[config.mk]
export PLATFORM = sky130hd
export DESIGN_NAME = msi_evq_writer
export DESIGN_NICKNAME = d
export VERILOG_FILES = /design/src/rtl/msi_evq_pkg.sv /design/src/rtl/msi_evq_rst_sync.sv /design/src/rtl/msi_evq_regs.sv /design/src/rtl/msi_evq_engine.sv /design/src/rtl/msi_evq_irq.sv /design/src/rtl/msi_evq_writer.sv
export SDC_FILE = /design/constraint.sdc
export NUM_CORES = 1
export LEC_CHECK = 0
export BUFFER_PORTS_ARGS = -buffer_cell sky130_fd_sc_hd__buf_2
export CORE_ASPECT_RATIO = 0.7
export CORE_MARGIN = 5
export CORE_UTILIZATION = 33
export DETAILED_ROUTE_END_ITERATION = 16
export PLACE_DENSITY_LB_ADDON = 0.3
export SLEW_MARGIN = 20
export SYNTH_ARGS = -nofsm -noshare
export SYNTH_HDL_FRONTEND = slang
export SYNTH_SLANG_ARGS = --single-unit
[constraint.sdc]
create_clock -name clk -period 8.6 [get_ports clk]
set_input_delay 0.43 -clock clk [delete_from_list [all_inputs] [get_ports clk]]
set_output_delay 0.43 -clock clk [all_outputs]
set_load 0.01 [all_outputs]
[src/rtl/msi_evq_pkg.sv]
package msi_evq_pkg;

  localparam int REG_AW = 6;

  localparam logic [REG_AW-1:0] RA_BASE = 6'd0;
  localparam logic [REG_AW-1:0] RA_IEN  = 6'd1;
  localparam logic [REG_AW-1:0] RA_OVF  = 6'd2;
  localparam int HEAD_W0 = 4;
  localparam int TAIL_W0 = 8;
  localparam int MAP_W0  = 16;

  typedef enum logic [0:0] {
    ST_IDLE  = 1'b0,
    ST_WRITE = 1'b1
  } wr_state_e;

  function automatic logic [31:0] make_entry(input logic [14:0] vec,
                                             input logic [15:0] data);
    return {1'b1, vec, data};
  endfunction

endpackage

[src/rtl/msi_evq_rst_sync.sv]
module msi_evq_rst_sync (
  input  logic clk,
  input  logic rst_n,
  output logic rst_n_sync
);
  logic [1:0] sync_q;

  always_ff @(posedge clk or negedge rst_n) begin
    if (!rst_n) sync_q <= 2'b00;
    else        sync_q <= {sync_q[0], 1'b1};
  end

  assign rst_n_sync = sync_q[1];
endmodule

[src/rtl/msi_evq_regs.sv]
module msi_evq_regs
  import msi_evq_pkg::*;
#(
  parameter int NUM_Q   = 4,
  parameter int NUM_VEC = 16,
  parameter int PTR_W   = 6,
  parameter int Q_W     = 2,
  parameter int ADDR_W  = 32
) (
  input  logic                          clk,
  input  logic                          rst_n,
  input  logic                          reg_we,
  input  logic [REG_AW-1:0]             reg_addr,
  input  logic [31:0]                   reg_wdata,
  output logic [31:0]                   reg_rdata,
  input  logic [NUM_Q-1:0][PTR_W-1:0]   tail,
  input  logic [NUM_Q-1:0]              ovf,
  output logic [ADDR_W-1:0]             base,
  output logic [NUM_Q-1:0]              ien,
  output logic [NUM_Q-1:0]              ovf_clr,
  output logic [NUM_Q-1:0][PTR_W-1:0]   head,
  output logic [NUM_VEC-1:0][Q_W-1:0]   qmap
);

  logic [ADDR_W-1:0]            base_q, base_d;
  logic [NUM_Q-1:0]             ien_q, ien_d;
  logic [NUM_Q-1:0][PTR_W-1:0]  head_q, head_d;
  logic [NUM_VEC-1:0][Q_W-1:0]  map_q, map_d;

  // next-state
  always_comb begin
    base_d = base_q;
    ien_d  = ien_q;
    head_d = head_q;
    map_d  = map_q;
    if (reg_addr == RA_BASE) base_d = reg_wdata[ADDR_W-1:0];
    if (reg_addr == RA_IEN)  ien_d  = reg_wdata[NUM_Q-1:0];
    for (int q = 0; q < NUM_Q; q++) begin
      if (reg_addr == REG_AW'(HEAD_W0 + q)) head_d[q] = reg_wdata[PTR_W-1:0];
    end
    for (int v = 0; v < NUM_VEC; v++) begin
      if (reg_addr == REG_AW'(MAP_W0 + v)) map_d[v] = reg_wdata[Q_W-1:0];
    end
  end

  // registers, enabled by the write strobe
  always_ff @(posedge clk or negedge rst_n) begin
    if (!rst_n) begin
      base_q <= '0;
      ien_q  <= '0;
      head_q <= '0;
      for (int v = 0; v < NUM_VEC; v++) map_q[v] <= Q_W'(v % NUM_Q);
    end else if (reg_we) begin
      base_q <= base_d;
      ien_q  <= ien_d;
      head_q <= head_d;
      map_q  <= map_d;
    end
  end

  // write-one-to-clear pulse for the overflow flags
  assign ovf_clr = (reg_we && reg_addr == RA_OVF) ? reg_wdata[NUM_Q-1:0] : '0;

  // read mux
  always_comb begin
    reg_rdata = '0;
    if (reg_addr == RA_BASE) reg_rdata = 32'(base_q);
    if (reg_addr == RA_IEN)  reg_rdata = 32'(ien_q);
    if (reg_addr == RA_OVF)  reg_rdata = 32'(ovf);
    for (int q = 0; q < NUM_Q; q++) begin
      if (reg_addr == REG_AW'(HEAD_W0 + q)) reg_rdata = 32'(head_q[q]);
      if (reg_addr == REG_AW'(TAIL_W0 + q)) reg_rdata = 32'(tail[q]);
    end
    for (int v = 0; v < NUM_VEC; v++) begin
      if (reg_addr == REG_AW'(MAP_W0 + v)) reg_rdata = 32'(map_q[v]);
    end
  end

  assign base = base_q;
  assign ien  = ien_q;
  assign head = head_q;
  assign qmap = map_q;

endmodule

[src/rtl/msi_evq_engine.sv]
module msi_evq_engine
  import msi_evq_pkg::*;
#(
  parameter int NUM_Q   = 4,
  parameter int NUM_VEC = 16,
  parameter int VEC_W   = 4,
  parameter int PTR_W   = 6,
  parameter int Q_W     = 2,
  parameter int ADDR_W  = 32
) (
  input  logic                          clk,
  input  logic                          rst_n,
  input  logic                          msi_valid,
  output logic                          msi_ready,
  input  logic [VEC_W-1:0]              msi_vector,
  input  logic [15:0]                   msi_data,
  output logic                          mem_req,
  output logic [ADDR_W-1:0]             mem_addr,
  output logic [31:0]                   mem_wdata,
  input  logic                          mem_ack,
  input  logic [ADDR_W-1:0]             base,
  input  logic [NUM_Q-1:0][PTR_W-1:0]   head,
  input  logic [NUM_VEC-1:0][Q_W-1:0]   qmap,
  input  logic [NUM_Q-1:0]              ovf_clr,
  output logic [NUM_Q-1:0][PTR_W-1:0]   tail,
  output logic [NUM_Q-1:0]              ovf
);

  localparam int Q_SH = PTR_W + 2;   // bytes per queue = entries * 4
  localparam logic [PTR_W-1:0] PTR_ONE = PTR_W'(1);

  wr_state_e                    state_q, state_d;
  logic [ADDR_W-1:0]            addr_q, addr_d;
  logic [31:0]                  wdata_q, wdata_d;
  logic [Q_W-1:0]               cq_q, cq_d;
  logic [NUM_Q-1:0][PTR_W-1:0]  tail_q, tail_d;
  logic [NUM_Q-1:0]             ovf_q, ovf_d;

  logic [Q_W-1:0]   sel_q;
  logic [PTR_W-1:0] sel_tail;
  logic             sel_full;
  logic             accept;
  logic             cap_en;
  logic             tail_en;

  assign sel_q    = qmap[msi_vector];
  assign sel_tail = tail_q[sel_q];
  assign sel_full = (sel_tail + PTR_ONE) == head[sel_q];
  assign accept   = (state_q == ST_IDLE) && msi_valid;
  assign cap_en   = accept && !sel_full;
  assign tail_en  = (state_q == ST_WRITE) && mem_ack;

  // next-state
  always_comb begin
    state_d = state_q;
    addr_d  = base + (ADDR_W'(sel_q) << Q_SH) + (ADDR_W'(sel_tail) << 2);
    wdata_d = make_entry(15'(msi_vector), msi_data);
    cq_d    = sel_q;
    tail_d  = tail_q;
    ovf_d   = ovf_q & ~ovf_clr;
    unique case (state_q)
      ST_IDLE: begin
        if (accept) begin
          if (sel_full) ovf_d[sel_q] = 1'b1;
          else          state_d = ST_WRITE;
        end
      end
      ST_WRITE: begin
        if (mem_ack) begin
          tail_d[cq_q] = tail_q[cq_q] + PTR_ONE;
          state_d      = ST_IDLE;
        end
      end
      default: state_d = ST_IDLE;
    endcase
  end

  // registers
  always_ff @(posedge clk or negedge rst_n) begin
    if (!rst_n) begin
      state_q <= ST_IDLE;
      ovf_q   <= '0;
    end else begin
      state_q <= state_d;
      ovf_q   <= ovf_d;
    end
  end

  always_ff @(posedge clk or negedge rst_n) begin
    if (!rst_n) begin
      addr_q  <= '0;
      wdata_q <= '0;
      cq_q    <= '0;
    end else if (cap_en) begin
      addr_q  <= addr_d;
      wdata_q <= wdata_d;
      cq_q    <= cq_d;
    end
  end

  always_ff @(posedge clk or negedge rst_n) begin
    if (!rst_n)       tail_q <= '0;
    else if (tail_en) tail_q <= tail_d;
  end

  assign msi_ready = (state_q == ST_IDLE);
  assign mem_req   = (state_q == ST_WRITE);
  assign mem_addr  = addr_q;
  assign mem_wdata = wdata_q;
  assign tail      = tail_q;
  assign ovf       = ovf_q;

endmodule

[src/rtl/msi_evq_irq.sv]
module msi_evq_irq #(
  parameter int NUM_Q = 4,
  parameter int PTR_W = 6
) (
  input  logic                          clk,
  input  logic                          rst_n,
  input  logic [NUM_Q-1:0]              ien,
  input  logic [NUM_Q-1:0][PTR_W-1:0]   head,
  input  logic [NUM_Q-1:0][PTR_W-1:0]   tail,
  output logic [NUM_Q-1:0]              irq
);
  for (genvar g = 0; g < NUM_Q; g++) begin : g_line
    logic pend_d, irq_q;
    assign pend_d = ien[g] && (head[g] != tail[g]);
    always_ff @(posedge clk or negedge rst_n) begin
      if (!rst_n) irq_q <= 1'b0;
      else        irq_q <= pend_d;
    end
    assign irq[g] = irq_q;
  end
endmodule

[src/rtl/msi_evq_writer.sv]
module msi_evq_writer
  import msi_evq_pkg::*;
#(
  parameter int NUM_Q    = 4,
  parameter int NUM_VEC  = 16,
  parameter int EQ_DEPTH = 64,
  parameter int ADDR_W   = 32,
  localparam int VEC_W   = $clog2(NUM_VEC),
  localparam int PTR_W   = $clog2(EQ_DEPTH),
  localparam int Q_W     = $clog2(NUM_Q)
) (
  input  logic              clk,
  input  logic              rst_n,
  input  logic              msi_valid,
  output logic              msi_ready,
  input  logic [VEC_W-1:0]  msi_vector,
  input  logic [15:0]       msi_data,
  output logic              mem_req,
  output logic [ADDR_W-1:0] mem_addr,
  output logic [31:0]       mem_wdata,
  input  logic              mem_ack,
  input  logic              reg_we,
  input  logic [REG_AW-1:0] reg_addr,
  input  logic [31:0]       reg_wdata,
  output logic [31:0]       reg_rdata,
  output logic [NUM_Q-1:0]  irq_out
);

  logic                          rst_n_s;
  logic [ADDR_W-1:0]             base_w;
  logic [NUM_Q-1:0]              ien_w;
  logic [NUM_Q-1:0]              ovf_clr_w;
  logic [NUM_Q-1:0]              ovf_w;
  logic [NUM_Q-1:0][PTR_W-1:0]   head_w;
  logic [NUM_Q-1:0][PTR_W-1:0]   tail_w;
  logic [NUM_VEC-1:0][Q_W-1:0]   map_w;

  msi_evq_rst_sync u_rst_sync (
    .clk        (clk),
    .rst_n      (rst_n),
    .rst_n_sync (rst_n_s)
  );

  msi_evq_regs #(
    .NUM_Q(NUM_Q), .NUM_VEC(NUM_VEC), .PTR_W(PTR_W), .Q_W(Q_W), .ADDR_W(ADDR_W)
  ) u_regs (
    .clk       (clk),
    .rst_n     (rst_n_s),
    .reg_we    (reg_we),
    .reg_addr  (reg_addr),
    .reg_wdata (reg_wdata),
    .reg_rdata (reg_rdata),
    .tail      (tail_w),
    .ovf       (ovf_w),
    .base      (base_w),
    .ien       (ien_w),
    .ovf_clr   (ovf_clr_w),
    .head      (head_w),
    .qmap      (map_w)
  );

  msi_evq_engine #(
    .NUM_Q(NUM_Q), .NUM_VEC(NUM_VEC), .VEC_W(VEC_W), .PTR_W(PTR_W),
    .Q_W(Q_W), .ADDR_W(ADDR_W)
  ) u_engine (
    .clk        (clk),
    .rst_n      (rst_n_s),
    .msi_valid  (msi_valid),
    .msi_ready  (msi_ready),
    .msi_vector (msi_vector),
    .msi_data   (msi_data),
    .mem_req    (mem_req),
    .mem_addr   (mem_addr),
    .mem_wdata  (mem_wdata),
    .mem_ack    (mem_ack),
    .base       (base_w),
    .head       (head_w),
    .qmap       (map_w),
    .ovf_clr    (ovf_clr_w),
    .tail       (tail_w),
    .ovf        (ovf_w)
  );

  msi_evq_irq #(.NUM_Q(NUM_Q), .PTR_W(PTR_W)) u_irq (
    .clk   (clk),
    .rst_n (rst_n_s),
    .ien   (ien_w),
    .head  (head_w),
    .tail  (tail_w),
    .irq   (irq_out)
  );

endmodule

==> results of run 1 <==
[worst max path at each step]
stage | start | to | slack (ns) | cells after the start
2_1_floorplan | u_rst_sync.sync_q[1] | u_engine.cq_q[0] | 3.18 | 0
3_3_place_gp | msi_vector[0] | u_engine.mem_wdata[17] | 2.92 | 12
3_5_place_dp | msi_vector[0] | u_engine.mem_wdata[15] | 2.84 | 12
4_1_cts | u_regs.qmap[2] | u_engine.mem_wdata[18] | 3.07 | 11
5_1_grt | u_regs.qmap[2] | u_engine.mem_wdata[18] | 2.81 | 11
6_report | u_regs.qmap[2] | u_engine.mem_wdata[18] | 3.10 | 11
[logic make-up (layout without fill, tap and decap cells)]
| group | after synthesis | after routing | synth area share [%] |
|---|---|---|---|
| mux | 204 | 204 | 25.68 |
| fa+ha+maj | 11 | 11 | 1.403 |
| buf+inv | 78 | 211 | 4.367 |
| other cells | 2 | 13 | 0.07260 |
| flops | 182 | 182 | 44.22 |
| compound gates | 138 | 138 | 8.613 |
| simple gates | 219 | 219 | 10.64 |
| xor+xnor | 59 | 59 | 4.996 |
[registers in the layout, indices dropped and copies added (netlist names), 4 cells and up]
register            cells
u_regs.qmap            32
u_regs.ien              4
u_engine.mem_wdata     21
u_regs.head            24
u_engine.tail          24
u_engine.mem_addr      32
u_engine.ovf            4
u_irq.g_line.irq_q      4
u_regs.base            32
[cells in the final DEF (no fill, tap or decap), types with 5 or more instances in the layout]
master	synthesis	layout
nand2_1	64	64
mux2_1	6	6
clkbuf_16	0	17
o22ai_1	13	12
nor2b_1	8	8
a31oi_1	5	5
mux2i_1	27	27
inv_1	14	14
conb_1	2	12
nand4_1	8	8
mux2_4	38	38
nor2_1	44	43
a21oi_1	31	31
buf_2	3	153
mux2_2	110	110
o21bai_1	7	7
o21ai_0	40	40
bufinv_16	0	5
and3_1	34	34
and2_1	5	5
ha_1	10	10
nand3_1	27	26
dfrtp_1	166	165
buf_4	17	10
mux4_2	22	22
a22oi_1	8	8
dfstp_2	16	16
xor2_1	18	18
xnor2_1	41	41
nand2b_1	7	7
[stage by stage]
stage                     setup slack [ns]  hold WS (ns)  cells  util [%]  power, mW
after floorplan                      3.181        0.1344    903         -      2.133
after global placement               2.917        0.2163   1423     36.71      2.501
after detailed placement             2.840        0.2173   1423     36.71      2.519
after CTS                            3.065        0.1690   1456     38.76      3.390
after global routing                 2.814        0.1773   1456     38.77      3.553
final                                3.104        0.1975   1457     38.78      3.368
[area by class of cell]
class / instances / area share [%]
well taps: 420 / 4.370
inverters: 14 / 0.4370
clock inverters: 11 / 1.540
repair buffers: 165 / 7.168
multi-input cells: 643 / 44.74
clock buffers: 21 / 3.662
flip-flops and latches: 182 / 38.07
diodes: 1 / 0.02081
[what timing repair did]
item                                   4_1_cts  5_1_grt
endpoints found under the hold margin        2        0
hold buffers                                 1        0
resized for setup                            0        0
[worst max-delay path, delay by kind of cell, from the launching register on]
family                   cells  cell delay [ns]
AND/OR/NAND/NOR              3             1.50
multiplexers                 4             1.56
adder cells (fa/ha/maj)      1             0.25
flip-flops                   1             0.55
AO/OA/AOI/OAI                2             0.76
buffers and inverters        1             0.68
[power by group through the flow]
stage	clock, mW	combinational (mW)	sequential [mW]
final	0.856	1.14	1.37
after global routing	0.908	1.24	1.40
after CTS	0.879	1.15	1.37
after detailed placement	0	1.14	1.38
after global placement	0	1.12	1.38
after floorplan	0	0.816	1.32
[routing by layer]
metal | vias to the layer above | track usage (%) | share of wire, % | wire length (um)
li1 | 3473 | - | - | -
met1 | 3776 | 26.52 | 49 | 14640
met2 | 313 | 22.66 | 41 | 12330
met3 | 30 | 5.171 | 8.9 | 2675
met4 | 0 | 4.253 | 1.5 | 446
met5 | - | 0 | 0 | 0
==> results.py, run 1 <==
metrics = {
    "status": {
        "status": "finished clean",
    },
    "timing": {
        "maxSlewViolCount": 0,
        "fin_crit_ns": 5.496,
        "worst_pin_slew_ns": 1.067,
        "rsz0062_at_grt": "no",
        "clock_skew_ns": 0.01173,
        "slew_headroom_pct": 28.80,
        "finalCritPeriodShare_pct": 63.90,
        "setup_viol": 0,
        "finalSetupTns_ns": 0,
        "final_hold_viol_count": 0,
        "max_freq_ghz": 0.1820,
    },
    "floorplan": {
        "die_x_um": 221.6,
        "core_um2": 31010,
        "row_count": 54,
        "start_util_pct": 33.35,
        "dieArea_um2": 35040,
        "die_y_um": 158.1,
        "io_pins": 165,
    },
    "setup_path": {
        "critPathMaxFanout": 36,
        "end_kind": "flop",
        "path_common_cell": "mux4_2",
        "arrival_ns": 5.82,
        "reg2reg_slack_ns": 3.10,
        "r2r.worst_path.cells": 11,
        "regToRegStartpoint": "u_regs.qmap[2]",
        "cp-start-kind": "flop",
        "critical_path_required_ns": 8.93,
        "cpPeakStageDelay_ns": 0.74,
        "crit_type": "reg -> reg",
        "slowest_stage": "nor2_4",
        "r2r_end": "u_engine.mem_wdata[18]",
        "crit_path_cell_trace": "mux4_2 > nor2b_1 > a211oi_4 > nor2_4 > mux4_2 > ha_1 > mux4_2 > or4_4 > o21ai_4 > buf_4 > mux2_1",
    },
    "synthesis": {
        "ys_warn_count": 0,
        "synth_flop_cell": "dfrtp_1",
        "synth_cell_types": 69,
        "synthArstFlopShare_pct": 100.0,
        "postSynthAreaPerCell_um2": 11.58,
        "yosysTopAreaCellShare_pct": 40.16,
        "synthTopCellsByCount": "166 x dfrtp_1, 110 x mux2_2, 64 x nand2_1, 44 x nor2_1, 41 x xnor2_1",
        "synthTopCellsByArea": "dfrtp_1 40%, mux2_2 12%, mux2_4 5.5%",
        "synth_top_area_cell": "dfrtp_1",
        "synth-edff-count": 0,
        "synth_area_um2": 10340,
        "synth.most_common_cell": "dfrtp_1",
        "synth-seq-cells": 182,
        "yosysSeqAreaShare_pct": 44.22,
        "netlist_instances": 893,
    },
    "global_routing": {
        "grtUsageTotal_pct": 17.02,
        "grt_max_degree": 79,
        "grt-ovfl-total": 0,
        "antenna_found_initial": 1,
        "grt_pass1_vias": 7339,
        "grt_pass1_wl_um": 46100,
    },
    "place": {
        "numPortBuffers": 153,
        "place_area_um2": 11380,
        "place_congestion": 0.9074,
        "hpwlAfterDp_um": 21770,
    },
    "detailed_routing": {
        "drt_wl_total_um": 30090,
        "dr.first_iter.drc_count": 536,
        "num_vias": 7592,
        "viasPerCell": 5.211,
        "ant_nets": 0,
        "firstDrtPassIters": 5,
        "wire_per_inst_um": 20.65,
        "drc_errors": 0,
    },
    "pwr": {
        "clkPwrFrac_pct": 25.4,
        "comb_power_share_pct": 33.9,
        "power.share.switching_pct": 35.05,
        "ir_drop_mv": 0.1219,
        "p_seq_share_pct": 40.7,
        "switching_power_mw": 1.180,
        "p_int_mw": 2.187,
        "leakagePower_nw": 5.626,
        "powerDensity_nw_per_um2": 280.0,
    },
    "flow_run": {
        "cap_viol_max_count": 0,
    },
    "final_layout": {
        "multi_input_area_um2": 5380,
        "stdcell_area_um2": 12030,
        "drive_above_1_share_pct": 38.32,
        "synthToLayoutAreaGrowth_pct": 16.27,
        "seq_area_um2": 4578,
        "nets": 1097,
        "n_fill_cell": 3028,
    },
    "clock_network": {
        "clock-sinks": 182,
        "cts_buffers": 17,
        "cts_tree": "built",
        "clkLatencyLatePin_ns": 0.45,
        "ctsLongestPathBuffers": 2,
        "htreeDepth": 4,
        "post-cts-setup-buffers": 0,
        "path_clk_slew_ns": 0.07,
        "root_buffer": "clkbuf_16",
    },
    "min_path": {
        "hold_path_class": "in -> reg",
        "hold_start": "msi_data[13]",
        "hold_depth": 2,
        "min_to": "u_engine.mem_wdata[13]",
    },
}
Note: power is estimated with default switching activity, not from simulation.
==> run 2, diff against run 1 <==
Clock period 8.6 ns to 4.9 ns, I/O delays scaled along.
==> run 2 against run 1 <==
Clock-buffer cell count is 1 lower. Clock power rose by 68%. Final cell count grew 0.69%. Fmax rose by 21%. Via count decreased by 0.37%. Hold slack got worse by 0.17 ns. Critical path depth is 3 higher. Critical path type unchanged. Critical endpoint is now u_engine.mem_addr[29].
==> results.py, run 2 (synthesized netlist as in run 1, its figures left out) <==
metrics = {
    "clock_network": {
        "post-cts-setup-buffers": 0,
        "cts_resized": 0,
        "ctsLongestPathBuffers": 2,
        "clock-sinks": 182,
        "cts_buffers": 17,
        "root_buffer": "clkbuf_16",
        "cts_tree": "built",
        "path_clk_slew_ns": 0.07,
        "clkLatencyLatePin_ns": 0.45,
        "htreeDepth": 4,
    },
    "timing": {
        "fin_crit_ns": 4.553,
        "max_freq_ghz": 0.2197,
        "worst_pin_slew_ns": 0.8713,
        "clock_skew_ns": 0.01503,
        "finalCritPeriodShare_pct": 92.91,
        "slew_headroom_pct": 41.70,
        "setup_viol": 0,
        "setup_ws_ns": 0.3473,
        "whs_ns": 0.02287,
        "rsz0062_at_grt": "no",
        "final_hold_viol_count": 0,
        "finalSetupTns_ns": 0,
        "maxSlewViolCount": 0,
    },
    "floorplan": {
        "io_pins": 165,
        "core_um2": 31010,
        "dieArea_um2": 35040,
        "die_y_um": 158.1,
        "row_count": 54,
        "start_util_pct": 33.35,
        "die_x_um": 221.6,
    },
    "min_path": {
        "hold_path_class": "in -> reg",
        "hold_depth": 2,
    },
    "global_routing": {
        "grt-ovfl-total": 0,
        "antenna_found_initial": 0,
        "grtUsageTotal_pct": 17.17,
        "grt_pass1_vias": 7536,
        "grt_max_degree": 88,
        "grt_pass1_wl_um": 46390,
    },
    "flow_run": {
        "cap_viol_max_count": 0,
    },
    "pwr": {
        "leakagePower_nw": 5.665,
        "ir_drop_mv": 0.2657,
        "powerDensity_nw_per_um2": 484.1,
    },
    "final_layout": {
        "nets": 1107,
        "synthToLayoutAreaGrowth_pct": 17.18,
        "final_cell_mix": "165 x dfrtp_1, 153 x buf_2, 110 x mux2_2, 64 x nand2_1, 43 x nor2_1",
        "drive_above_1_share_pct": 38.72,
        "final_common_cell": "dfrtp_1",
    },
    "status": {
        "status": "finished clean",
    },
    "detailed_routing": {
        "drc_errors": 0,
        "dr.first_iter.drc_count": 710,
        "ant_nets": 0,
        "firstDrtPassIters": 5,
        "wire_per_inst_um": 20.78,
        "drt_wl_total_um": 30480,
        "num_vias": 7564,
        "viasPerCell": 5.156,
    },
    "setup_path": {
        "arrival_ns": 4.88,
        "critical_path_required_ns": 5.23,
        "r2r.worst_path.cells": 14,
        "end_kind": "flop",
        "slowest_stage": "mux4_2",
        "crit_path_cell_trace": "mux2i_1 > o32ai_1 > nor4b_2 > nor2_4 > buf_4 > mux4_2 > ha_1 > a21oi_1 > o21bai_1 > a31oi_1 > or3b_2 > nor3_1 > xor2_1 > mux2_4",
        "cpPeakStageDelay_ns": 0.62,
        "cp-start-kind": "flop",
        "critPathMaxFanout": 24,
        "crit_type": "reg -> reg",
    },
    "place": {
        "place_congestion": 0.9547,
        "hpwlAfterDp_um": 22110,
        "dp_slack_ns": 0.2630,
        "numPortBuffers": 153,
    },
}
## run 2: power by group
part | internal, mW | switching [mW]
clock | 0.801 | 0.639
sequential | 1.92 | 0.507
combinational | 1.03 | 0.974
## run 2: cell type report
type / count / area, um2
clock inverter: 12 / 141.4
tap: 420 / 525.5
clock buffer: 20 / 466.7
multi-input combinational: 643 / 5380
timing repair buffer: 175 / 973.4
fill: 3016 / 18890
antenna: 1 / 2.502
inverter: 14 / 52.55
sequential: 182 / 4578
## run 2: stage by stage
stage                     power (mW)  instance area [um2]  utilization (%)  cells
after floorplan                3.743                10380                -    903
after global placement         4.426                11440            36.89   1427
after detailed placement       4.436                11440            36.89   1427
after CTS                      5.902                12120            39.07   1466
after global routing           6.202                12120            39.07   1466
final                          5.867                12120            39.08   1467
## run 2: path summary, 6_finish.rpt
check	slack (ns)	end	start
max	0.35	u_engine.mem_addr[29]	u_regs.qmap[18]
min	0.02	u_regs.base[16]	reg_wdata[16]
max reg2reg	0.35	u_engine.mem_addr[29]	u_regs.qmap[18]
min reg2reg	0.36	u_engine.mem_addr[0]	u_rst_sync.sync_q[1]
max in group asynchronous	3.41	u_regs.head[8]	u_rst_sync.sync_q[1]
min in group asynchronous	0.10	u_rst_sync.sync_q[1]	rst_n
## run 2: per-layer routing
metal  GRT usage (%)  share of wire [%]
met3           5.023                7.5
met1           26.33                 50
met5               0                  0
met4           4.547                1.4
met2           23.42                 41
## run 2: critical path, delay by kind of cell, from the launching register on
kind,cells,cell delay [ns]
multiplexers,3,0.97
adder cells (fa/ha/maj),1,0.36
AO/OA/AOI/OAI,4,0.86
flip-flops,1,0.57
XOR/XNOR,1,0.11
buffers and inverters,1,0.38
AND/OR/NAND/NOR,4,1.19
## run 2: what timing repair did
item,4_1_cts,5_1_grt
hold buffers,7,0
endpoints found under the setup margin,0,0
endpoints found under the hold margin,8,0
==> run 3, diff against run 2 <==
Settings changed: CAP_MARGIN set to 20, REMOVE_ABC_BUFFERS set to 1.
==> run 3 against run 2 <==
Clock skew shrank 0.0034 ns. Hold slack is essentially flat. Combinational power is essentially flat. Global-route usage shrank 0.37 points. Largest power group unchanged.
==> results.py, run 3 (synthesized netlist as in run 1, its figures left out) <==
metrics = {
    "global_routing": {
        "grtUsageTotal_pct": 16.81,
        "grt_pass1_wl_um": 46050,
        "grt-ovfl-total": 0,
        "grt_pass1_vias": 7583,
        "grt_max_degree": 108,
        "antenna_found_initial": 3,
    },
    "setup_path": {
        "crit_type": "reg -> reg",
        "critPathMaxFanout": 8,
        "end_kind": "flop",
        "regToRegStartpoint": "u_regs.qmap[8]",
        "reg2reg_slack_ns": 0.31,
        "r2r.worst_path.cells": 18,
        "arrival_ns": 4.92,
        "cp-start-kind": "flop",
        "r2r_end": "u_engine.mem_addr[18]",
        "critical_path_required_ns": 5.22,
    },
    "clock_network": {
        "cts_buffers": 17,
        "root_buffer": "clkbuf_16",
        "cts_tree": "built",
        "clock-sinks": 182,
        "clkLatencyLatePin_ns": 0.44,
        "path_clk_slew_ns": 0.07,
        "ctsLongestPathBuffers": 2,
        "htreeDepth": 4,
    },
    "min_path": {
        "min_to": "u_engine.mem_wdata[15]",
        "hold_path_class": "in -> reg",
        "hold_start": "msi_data[15]",
        "hold_depth": 2,
    },
    "floorplan": {
        "die_x_um": 221.6,
        "die_y_um": 158.1,
        "core_um2": 31010,
        "start_util_pct": 33.35,
        "row_count": 54,
        "io_pins": 165,
        "dieArea_um2": 35040,
    },
    "place": {
        "place_congestion": 0.9759,
        "place_inst": 1429,
        "hpwlAfterDp_um": 21960,
        "numPortBuffers": 153,
    },
    "timing": {
        "setup_viol": 0,
        "worst_pin_slew_ns": 0.9456,
        "fin_crit_ns": 4.591,
        "max_freq_ghz": 0.2178,
        "finalCritPeriodShare_pct": 93.69,
        "slew_headroom_pct": 36.83,
        "rsz0062_at_grt": "no",
        "finalSetupTns_ns": 0,
        "final_hold_viol_count": 0,
        "clock_skew_ns": 0.01164,
        "maxSlewViolCount": 0,
    },
    "final_layout": {
        "final_cell_mix": "165 x dfrtp_1, 153 x buf_2, 110 x mux2_2, 64 x nand2_1, 43 x nor2_1",
        "n_fill_cell": 2980,
        "drive_above_1_share_pct": 39.02,
        "layout.cells.non_filler": 1464,
        "seq_area_um2": 4578,
        "synthToLayoutAreaGrowth_pct": 16.69,
        "multi_input_area_um2": 5386,
        "final_common_cell": "dfrtp_1",
        "nets": 1105,
    },
    "pwr": {
        "powerDensity_nw_per_um2": 478.6,
        "leakagePower_nw": 5.645,
        "p_total_mw": 5.777,
        "ir_drop_mv": 0.2890,
    },
    "flow_run": {
        "cap_viol_max_count": 0,
    },
    "detailed_routing": {
        "viasPerCell": 5.219,
        "drt_wl_total_um": 29760,
        "ant_nets": 0,
        "drc_errors": 0,
        "num_vias": 7640,
        "firstDrtPassIters": 5,
        "wire_per_inst_um": 20.33,
        "dr.first_iter.drc_count": 639,
    },
    "status": {
        "status": "finished clean",
    },
}
[run 3: cell types whose count changed in the layout (fill, tap and decap cells not counted), sizes merged]
cell,previous run,this run
bufinv,2,1
clkbuf,20,21
inv,18,16
clkinv,2,3
buf,168,170
dlygate4sd3,7,3
[run 3: power by group]
| part | leakage [nW] | internal [mW] | switching, mW | total (mW) |
|---|---|---|---|---|
| Combinational | 3.08 | 1.03 | 0.954 | 1.98 |
| Clock | 0.274 | 0.754 | 0.615 | 1.37 |
| Sequential | 2.29 | 1.92 | 0.507 | 2.42 |
[run 3: final cells by class]
cell class / instances / share of cell area (%)
tap: 420 / 4.354
timing repair buffer: 173 / 7.857
sequential: 182 / 37.93
clock buffer: 21 / 3.981
multi-input combinational: 643 / 44.63
antenna: 1 / 0.02073
clock inverter: 10 / 0.7982
inverter: 14 / 0.4354
[run 3: worst max-delay path by stage]
stage	end	startpoint	slack [ns]	cells after the start
after global placement	u_engine.mem_addr[19]	msi_vector[0]	0.25	18
after global routing	u_engine.mem_addr[18]	u_regs.qmap[8]	0.02	18
final	u_engine.mem_addr[18]	u_regs.qmap[8]	0.31	18
after floorplan	u_engine.cq_q[0]	u_rst_sync.sync_q[1]	-0.52	0
after detailed placement	u_engine.mem_addr[19]	msi_vector[0]	0.11	18
after CTS	u_engine.mem_addr[19]	u_regs.qmap[8]	0.24	17
[run 3: critical path, stage by stage, from the launching register on]
cell      delay (ns)
dfrtp_1         0.41
mux4_2          0.45
nor2b_1         0.17
a211oi_4        0.29
nor2_4          0.11
mux4_2          0.52
ha_1            0.25
fa_1            0.44
a21o_1          0.18
a21oi_1         0.22
o21bai_1        0.09
a21oi_1         0.23
o21bai_1        0.12
a21oi_1         0.30
nor3b_1         0.10
buf_4           0.19
nand3_1         0.10
xnor2_1         0.07
mux2_4          0.27
[run 3: stage by stage]
step                worst slack, ns  utilization, %  hold slack (ns)  cell area, um2
global placement             0.2456           36.94          0.02998           11450
CTS                          0.2394           38.89       0.00006775           12060
floorplan                   -0.5190               -         -0.05059            9982
finish                       0.3091           38.92          0.02305           12070
global route                0.02018           38.92          0.01322           12070
detailed placement           0.1052           36.94          0.03429           11450
[run 3: metal layers]
metal	vias up	GRT usage (%)	share of wire (%)
li1	3480	-	-
met1	3838	24.58	47
met2	279	24.43	43
met3	39	4.745	7.8
met4	4	4.693	1.8
met5	-	0	0.091
[run 3: timing repair]
item	4_1_cts	5_1_grt
setup endpoints to repair	0	1
endpoints found under the hold margin	4	0
resized for setup	0	1
setup buffers	0	0
hold buffers	3	0
